[src/rtl/scd_pkg.sv]
package scd_pkg;

    parameter int INSTR_W = 32;
    parameter int IMM_W   = 16;
    parameter int OP_W    = 6;
    parameter int FUNCT_W = 6;
    parameter int ALU_FN_W = 4;

    localparam int OP_LSB = INSTR_W - OP_W;

    // opcodes that the decoder recognises
    localparam logic [OP_W-1:0] OP_RFMT = 6'h00;
    localparam logic [OP_W-1:0] OP_JMP  = 6'h02;
    localparam logic [OP_W-1:0] OP_BEQ  = 6'h04;
    localparam logic [OP_W-1:0] OP_BNE  = 6'h05;
    localparam logic [OP_W-1:0] OP_ADDI = 6'h08;
    localparam logic [OP_W-1:0] OP_ANDI = 6'h0C;
    localparam logic [OP_W-1:0] OP_ORI  = 6'h0D;
    localparam logic [OP_W-1:0] OP_LUI  = 6'h0F;
    localparam logic [OP_W-1:0] OP_LW   = 6'h23;
    localparam logic [OP_W-1:0] OP_SW   = 6'h2B;

    // register-format funct codes
    localparam logic [FUNCT_W-1:0] FN_ADD = 6'h20;
    localparam logic [FUNCT_W-1:0] FN_SUB = 6'h22;
    localparam logic [FUNCT_W-1:0] FN_AND = 6'h24;
    localparam logic [FUNCT_W-1:0] FN_OR  = 6'h25;
    localparam logic [FUNCT_W-1:0] FN_SLT = 6'h2A;

    typedef enum logic [1:0] {
        ACLS_MEM  = 2'b00,
        ACLS_CMP  = 2'b01,
        ACLS_RFMT = 2'b10,
        ACLS_IMM  = 2'b11
    } alu_class_e;

    typedef enum logic [ALU_FN_W-1:0] {
        ALU_AND = 4'h0,
        ALU_OR  = 4'h1,
        ALU_ADD = 4'h2,
        ALU_SUB = 4'h6,
        ALU_SLT = 4'h7
    } alu_fn_e;

    typedef enum logic [1:0] {
        EXT_SIGN  = 2'd0,
        EXT_ZERO  = 2'd1,
        EXT_UPPER = 2'd2
    } ext_mode_e;

    // field order is the bit order of the control word, msb first
    typedef struct packed {
        logic       dst_rd;
        logic       jump;
        logic       branch;
        logic       mem_rd;
        logic       mem_to_reg;
        alu_class_e alu_cls;
        logic       mem_wr;
        logic       src_imm;
        logic       reg_wr;
    } ctrl_t;

    localparam int CTRL_W = $bits(ctrl_t);

endpackage

[src/rtl/scd_main_ctrl.sv]
module scd_main_ctrl
    import scd_pkg::*;
(
    input  logic [OP_W-1:0] opcode_i,
    output ctrl_t           ctrl_o,
    output ext_mode_e       ext_o
);

    ctrl_t     ctrl_d;
    ext_mode_e ext_d;

    always_comb begin
        ctrl_d = '0;
        ext_d  = EXT_SIGN;
        unique case (opcode_i)
            OP_RFMT: begin
                ctrl_d.dst_rd  = 1'b1;
                ctrl_d.alu_cls = ACLS_RFMT;
                ctrl_d.reg_wr  = 1'b1;
            end
            OP_LW: begin
                ctrl_d.mem_rd     = 1'b1;
                ctrl_d.mem_to_reg = 1'b1;
                ctrl_d.alu_cls    = ACLS_MEM;
                ctrl_d.src_imm    = 1'b1;
                ctrl_d.reg_wr     = 1'b1;
            end
            OP_SW: begin
                ctrl_d.mem_wr  = 1'b1;
                ctrl_d.alu_cls = ACLS_MEM;
                ctrl_d.src_imm = 1'b1;
            end
            OP_BEQ, OP_BNE: begin
                ctrl_d.branch  = 1'b1;
                ctrl_d.alu_cls = ACLS_CMP;
            end
            OP_JMP: begin
                ctrl_d.jump = 1'b1;
            end
            OP_ADDI, OP_ANDI, OP_ORI, OP_LUI: begin
                ctrl_d.alu_cls = ACLS_IMM;
                ctrl_d.src_imm = 1'b1;
                ctrl_d.reg_wr  = 1'b1;
                if (opcode_i == OP_ANDI || opcode_i == OP_ORI)
                    ext_d = EXT_ZERO;
                else if (opcode_i == OP_LUI)
                    ext_d = EXT_UPPER;
            end
            default: ctrl_d = '0;
        endcase
    end

    assign ctrl_o = ctrl_d;
    assign ext_o  = ext_d;

    // a_r1_one_action: at most one of jump/branch/store/register write
    always_comb begin
        a_r1_one_action: assert ($onehot0({ctrl_d.jump, ctrl_d.branch,
                                           ctrl_d.mem_wr, ctrl_d.reg_wr}))
            else $error("R1 more than one action in control word");
    end

endmodule

[src/rtl/scd_alu_sel.sv]
module scd_alu_sel
    import scd_pkg::*;
(
    input  alu_class_e         cls_i,
    input  logic [OP_W-1:0]    opcode_i,
    input  logic [FUNCT_W-1:0] funct_i,
    output alu_fn_e            fn_o
);

    alu_fn_e fn_d;

    always_comb begin
        fn_d = ALU_ADD;
        unique case (cls_i)
            ACLS_MEM: fn_d = ALU_ADD;
            ACLS_CMP: fn_d = ALU_SUB;
            ACLS_RFMT: begin
                unique case (funct_i)
                    FN_ADD:  fn_d = ALU_ADD;
                    FN_SUB:  fn_d = ALU_SUB;
                    FN_AND:  fn_d = ALU_AND;
                    FN_OR:   fn_d = ALU_OR;
                    FN_SLT:  fn_d = ALU_SLT;
                    default: fn_d = ALU_ADD;
                endcase
            end
            ACLS_IMM: begin
                unique case (opcode_i)
                    OP_ANDI: fn_d = ALU_AND;
                    OP_ORI:  fn_d = ALU_OR;
                    default: fn_d = ALU_ADD;
                endcase
            end
            default: fn_d = ALU_ADD;
        endcase
    end

    assign fn_o = fn_d;

endmodule

[src/rtl/scd_imm_ext.sv]
module scd_imm_ext
    import scd_pkg::*;
(
    input  ext_mode_e          mode_i,
    input  logic [IMM_W-1:0]   imm_i,
    output logic [INSTR_W-1:0] imm_o
);

    localparam int PAD_W = INSTR_W - IMM_W;

    logic [INSTR_W-1:0] imm_d;

    always_comb begin
        unique case (mode_i)
            EXT_ZERO:  imm_d = {{PAD_W{1'b0}}, imm_i};
            EXT_UPPER: imm_d = {imm_i, {PAD_W{1'b0}}};
            default:   imm_d = {{PAD_W{imm_i[IMM_W-1]}}, imm_i};
        endcase
    end

    assign imm_o = imm_d;

endmodule

[src/rtl/scd_decoder.sv]
module scd_decoder
    import scd_pkg::*;
(
    input  logic [INSTR_W-1:0]  instr_i,
    output logic [CTRL_W-1:0]   ctrl_o,
    output logic [ALU_FN_W-1:0] alu_fn_o,
    output logic [INSTR_W-1:0]  imm_o
);

    logic [OP_W-1:0]    opcode;
    logic [FUNCT_W-1:0] funct;
    logic [IMM_W-1:0]   imm_raw;
    ctrl_t              ctrl;
    ext_mode_e          ext_mode;
    alu_fn_e            alu_fn;
    logic               unused_fields;

    assign opcode  = instr_i[INSTR_W-1:OP_LSB];
    assign funct   = instr_i[FUNCT_W-1:0];
    assign imm_raw = instr_i[IMM_W-1:0];
    assign unused_fields = ^instr_i[OP_LSB-1:IMM_W];

    scd_main_ctrl u_main_ctrl (
        .opcode_i (opcode),
        .ctrl_o   (ctrl),
        .ext_o    (ext_mode)
    );

    scd_alu_sel u_alu_sel (
        .cls_i    (ctrl.alu_cls),
        .opcode_i (opcode),
        .funct_i  (funct),
        .fn_o     (alu_fn)
    );

    scd_imm_ext u_imm_ext (
        .mode_i (ext_mode),
        .imm_i  (imm_raw),
        .imm_o  (imm_o)
    );

    assign ctrl_o   = ctrl;
    assign alu_fn_o = alu_fn;

    // checks across the sub-blocks
    always_comb begin
        // a branch always drives a subtract
        a_r4_branch_sub: assert (!ctrl.branch || alu_fn == ALU_SUB)
            else $error("R4 branch without subtract");
        // memory-to-register only with a memory read
        a_r3_load_pair: assert (!ctrl.mem_to_reg || ctrl.mem_rd)
            else $error("R3 mem_to_reg without mem_rd");
        // immediate class always takes the immediate operand and writes
        a_r6_imm_class: assert (ctrl.alu_cls != ACLS_IMM || (ctrl.src_imm && ctrl.reg_wr))
            else $error("R6 immediate class incomplete");
        // logical immediates carry a zero upper half
        a_r9_zero_upper: assert (!(opcode == OP_ANDI || opcode == OP_ORI)
                                 || imm_o[INSTR_W-1:IMM_W] == '0)
            else $error("R9 upper half not zero");
        // lui leaves the lower half clear
        a_r10_lui_low: assert (opcode != OP_LUI || imm_o[IMM_W-1:0] == '0)
            else $error("R10 lower half not zero");
        // unknown opcodes leave every control bit low
        a_r11_unknown_zero: assert (!(opcode inside {6'h01, 6'h03, 6'h3F}) || ctrl_o == '0)
            else $error("R11 control word not zero");
    end

endmodule

[config.mk]
export PLATFORM = sky130hd
export DESIGN_NAME = scd_decoder
export DESIGN_NICKNAME = d
export VERILOG_FILES = /design/src/rtl/scd_pkg.sv /design/src/rtl/scd_main_ctrl.sv /design/src/rtl/scd_alu_sel.sv /design/src/rtl/scd_imm_ext.sv /design/src/rtl/scd_decoder.sv
export SDC_FILE = /design/constraint.sdc
export NUM_CORES = 1
export LEC_CHECK = 0
export BUFFER_PORTS_ARGS = -buffer_cell sky130_fd_sc_hd__buf_2
export CAP_MARGIN = 20
export CORE_MARGIN = 2
export CORE_UTILIZATION = 31
export DETAILED_ROUTE_END_ITERATION = 8
export PLACE_DENSITY = 0.89
export SETUP_SLACK_MARGIN = 0.3
export SYNTH_ARGS = -nofsm -noshare
export SYNTH_HDL_FRONTEND = slang
export SYNTH_SLANG_ARGS = --single-unit
[constraint.sdc]
create_clock -name vclk -period 2
set_input_delay 0.2 -clock vclk [all_inputs]
set_output_delay 0.2 -clock vclk [all_outputs]
set_load 0.03 [all_outputs]
==> flow_metrics.env <==
export IMPL_grt_pass1_vias=956
export IMPL_synth_area_um2=620.6
export IMPL_antenna_left=0
export IMPL_fin_nets=207
export IMPL_grt_usage_pct=21.90
export IMPL_rsz0062_at_grt="yes"
export IMPL_io_pins=78
export IMPL_syn_avg_cell_area_um2=7.052
export IMPL_post_route_period_util_pct=108.1
export IMPL_slew_violations=0
export IMPL_synth_area_top_cells="a21o_1 (19%), nor2b_1 (19%), ha_1 (4.0%)"
export IMPL_multiInputGateArea_um2=785.8
export IMPL_worst_hold_path_num_cells=3
export IMPL_num_fill_cells=96
export IMPL_outcome="finished, violations left"
export IMPL_finalHoldViolations=0
export IMPL_layout_common_cells="buf_6 (41), buf_2 (29), buf_4 (18), nor2b_4 (15), a21o_4 (10)"
export IMPL_power_mw=0.4149
export IMPL_finalCriticalPeriod_ps=2162
export IMPL_drt_iter0_drc=1
export IMPL_clkbuf_count=0
export IMPL_grt_max_degree=14
export IMPL_drcViolationCount=0
export IMPL_ys_types=32
export IMPL_synth_top_area_share_pct=19.35
export IMPL_required_ps=1800
export IMPL_grt_pass1_wl_um=4305
export IMPL_layout_commonest_cell="buf_6"
export IMPL_min_from="instr_i[30]"
export IMPL_finalSetupViolCount=32
export IMPL_num_rows=16
export IMPL_path_class="in -> out"
export IMPL_diodes=0
export IMPL_seq_area_um2=0
export IMPL_ys_warn_count=0
export IMPL_seq_cell_count=0
export IMPL_syn_inst=88
export IMPL_syn_nets=122
export IMPL_crit_fanout=7
export IMPL_cp_end_kind="output port"
export IMPL_start_kind="input pin"
export IMPL_cap_violations=0
export IMPL_worstPathArrival_ps=1960
export IMPL_placeableCoreArea_mm2=0.001922
export IMPL_die_x_um=48.74
export IMPL_drive_gt1_share_pct=77.19
export IMPL_area_growth_pct=173.2
export IMPL_start_util_pct=32.29
export IMPL_die_area_mm2=0.002376
export IMPL_grt_ovfl_total=0
export IMPL_vias_per_cell=5.106
export IMPL_cellPowerDensity_mw_per_mm2=244.7
export IMPL_dr_pass1_iters=3
export IMPL_violations="setup timing"
export IMPL_vdd_drop_max_uv=151.8
export IMPL_synth_area_leader_cell="a21o_1"
export IMPL_min_path_type="in -> out"
export IMPL_setup_slack_ps=-162.3
export IMPL_dieHeight_um=48.74
export IMPL_io_buffers=67
export IMPL_vias=1011
export IMPL_pre_cts_ws_ps=-481.5
export IMPL_antenna_found_initial=0
export IMPL_yosysSeqAreaShare_pct=0
export IMPL_p_leak_nw=0.8763
export IMPL_place_congestion=0.6954
export IMPL_wirelength_um=3275
export IMPL_hpwl_um=1909
export IMPL_hold_end="ctrl_o[2]"
export IMPL_max_freq_ghz=0.4625
export IMPL_wl_per_cell_um=16.54
==> cell usage after synthesis (all sizes together) <==
cell,instances
and2,1
o21ai,3
or3b,1
mux2i,1
clkbuf,6
nor2,1
conb,1
o21a,1
nor4b,1
nor4,2
nor4bb,1
a211oi,1
nor2b,19
nand4b,1
nor3b,3
a22o,2
buf,6
a21oi,3
nand2b,1
nor3,4
or4b,2
nand3,2
inv,3
a21o,16
or4,2
and3b,2
ha,2
==> per-layer routing <==
layer  vias up  GRT usage, %  wire length [µm]
met4         0         1.905                61
met2        55         48.63              1797
met3         6         1.235               195
met1       471         22.10              1219
li1        479             -                 -
met5         -             0                 0
==> area by class of cell <==
class | count | share of cell area [%]
multi-input combinational | 74 | 46.35
tap | 27 | 1.993
timing repair buffer | 94 | 51.00
inverter | 3 | 0.6642
==> worst max-delay path: stages <==
cell     delay [ps]
buf_8           100
or3b_4          410
nor3b_4         240
ha_4            260
buf_6           130
and2_4          160
buf_16          140
a21o_1          180
buf_6           140
==> through the flow <==
stage | std cells | area, µm² | setup TNS (ps) | hold WS, ps | util [%]
6_report | 198 | 1695 | -3683 | 687.4 | 88.22
5_1_grt | 198 | 1695 | -4847 | 702.9 | 88.22
4_1_cts | 194 | 1530 | -3785 | 688.2 | 79.62
3_5_place_dp | 184 | 1241 | -9131 | 731.6 | 64.58
3_3_place_gp | 184 | 1241 | -7632 | 722.9 | 64.58
2_1_floorplan | 88 | 840.8 | -1654 | 537.4 | -
==> power breakdown <==
part / internal, mW / total, mW / leakage [nW] / switching [mW]
clock: 0 / 0 / 0 / 0
sequential: 0 / 0 / 0 / 0
combinational: 0.204 / 0.415 / 0.876 / 0.211
total: 0.204 / 0.415 / 0.876 / 0.211
==> how the worst max path moves through the flow <==
stage	from	endpoint	slack (ps)	depth (start not counted)
6_report	instr_i[27]	imm_o[19]	-160	9
4_1_cts	instr_i[27]	imm_o[18]	-140	9
2_1_floorplan	instr_i[30]	imm_o[16]	-80	8
3_5_place_dp	instr_i[30]	imm_o[20]	-480	7
5_1_grt	instr_i[27]	imm_o[20]	-200	9
3_3_place_gp	instr_i[30]	imm_o[19]	-410	7
==> cells by family after synthesis <==
logic type	Yosys count	synth area share, %
muxes	1	1.613
AOI/OAI and AO/OA	26	29.44
adders and majority gates	2	4.032
buffers and inverters	15	12.50
and+or+nand+nor	43	51.82
other	1	0.6043
==> timing repair <==
action                                  4_1_cts  5_1_grt
buffers inserted                              8        3
hold buffers                                  0        0
cloned                                        2        1
pin swaps                                    11        3
endpoints found under the hold margin         0        0
endpoints found under the setup margin       35       36
gates resized for setup                      57       52
(Power assumes the default switching activity.)
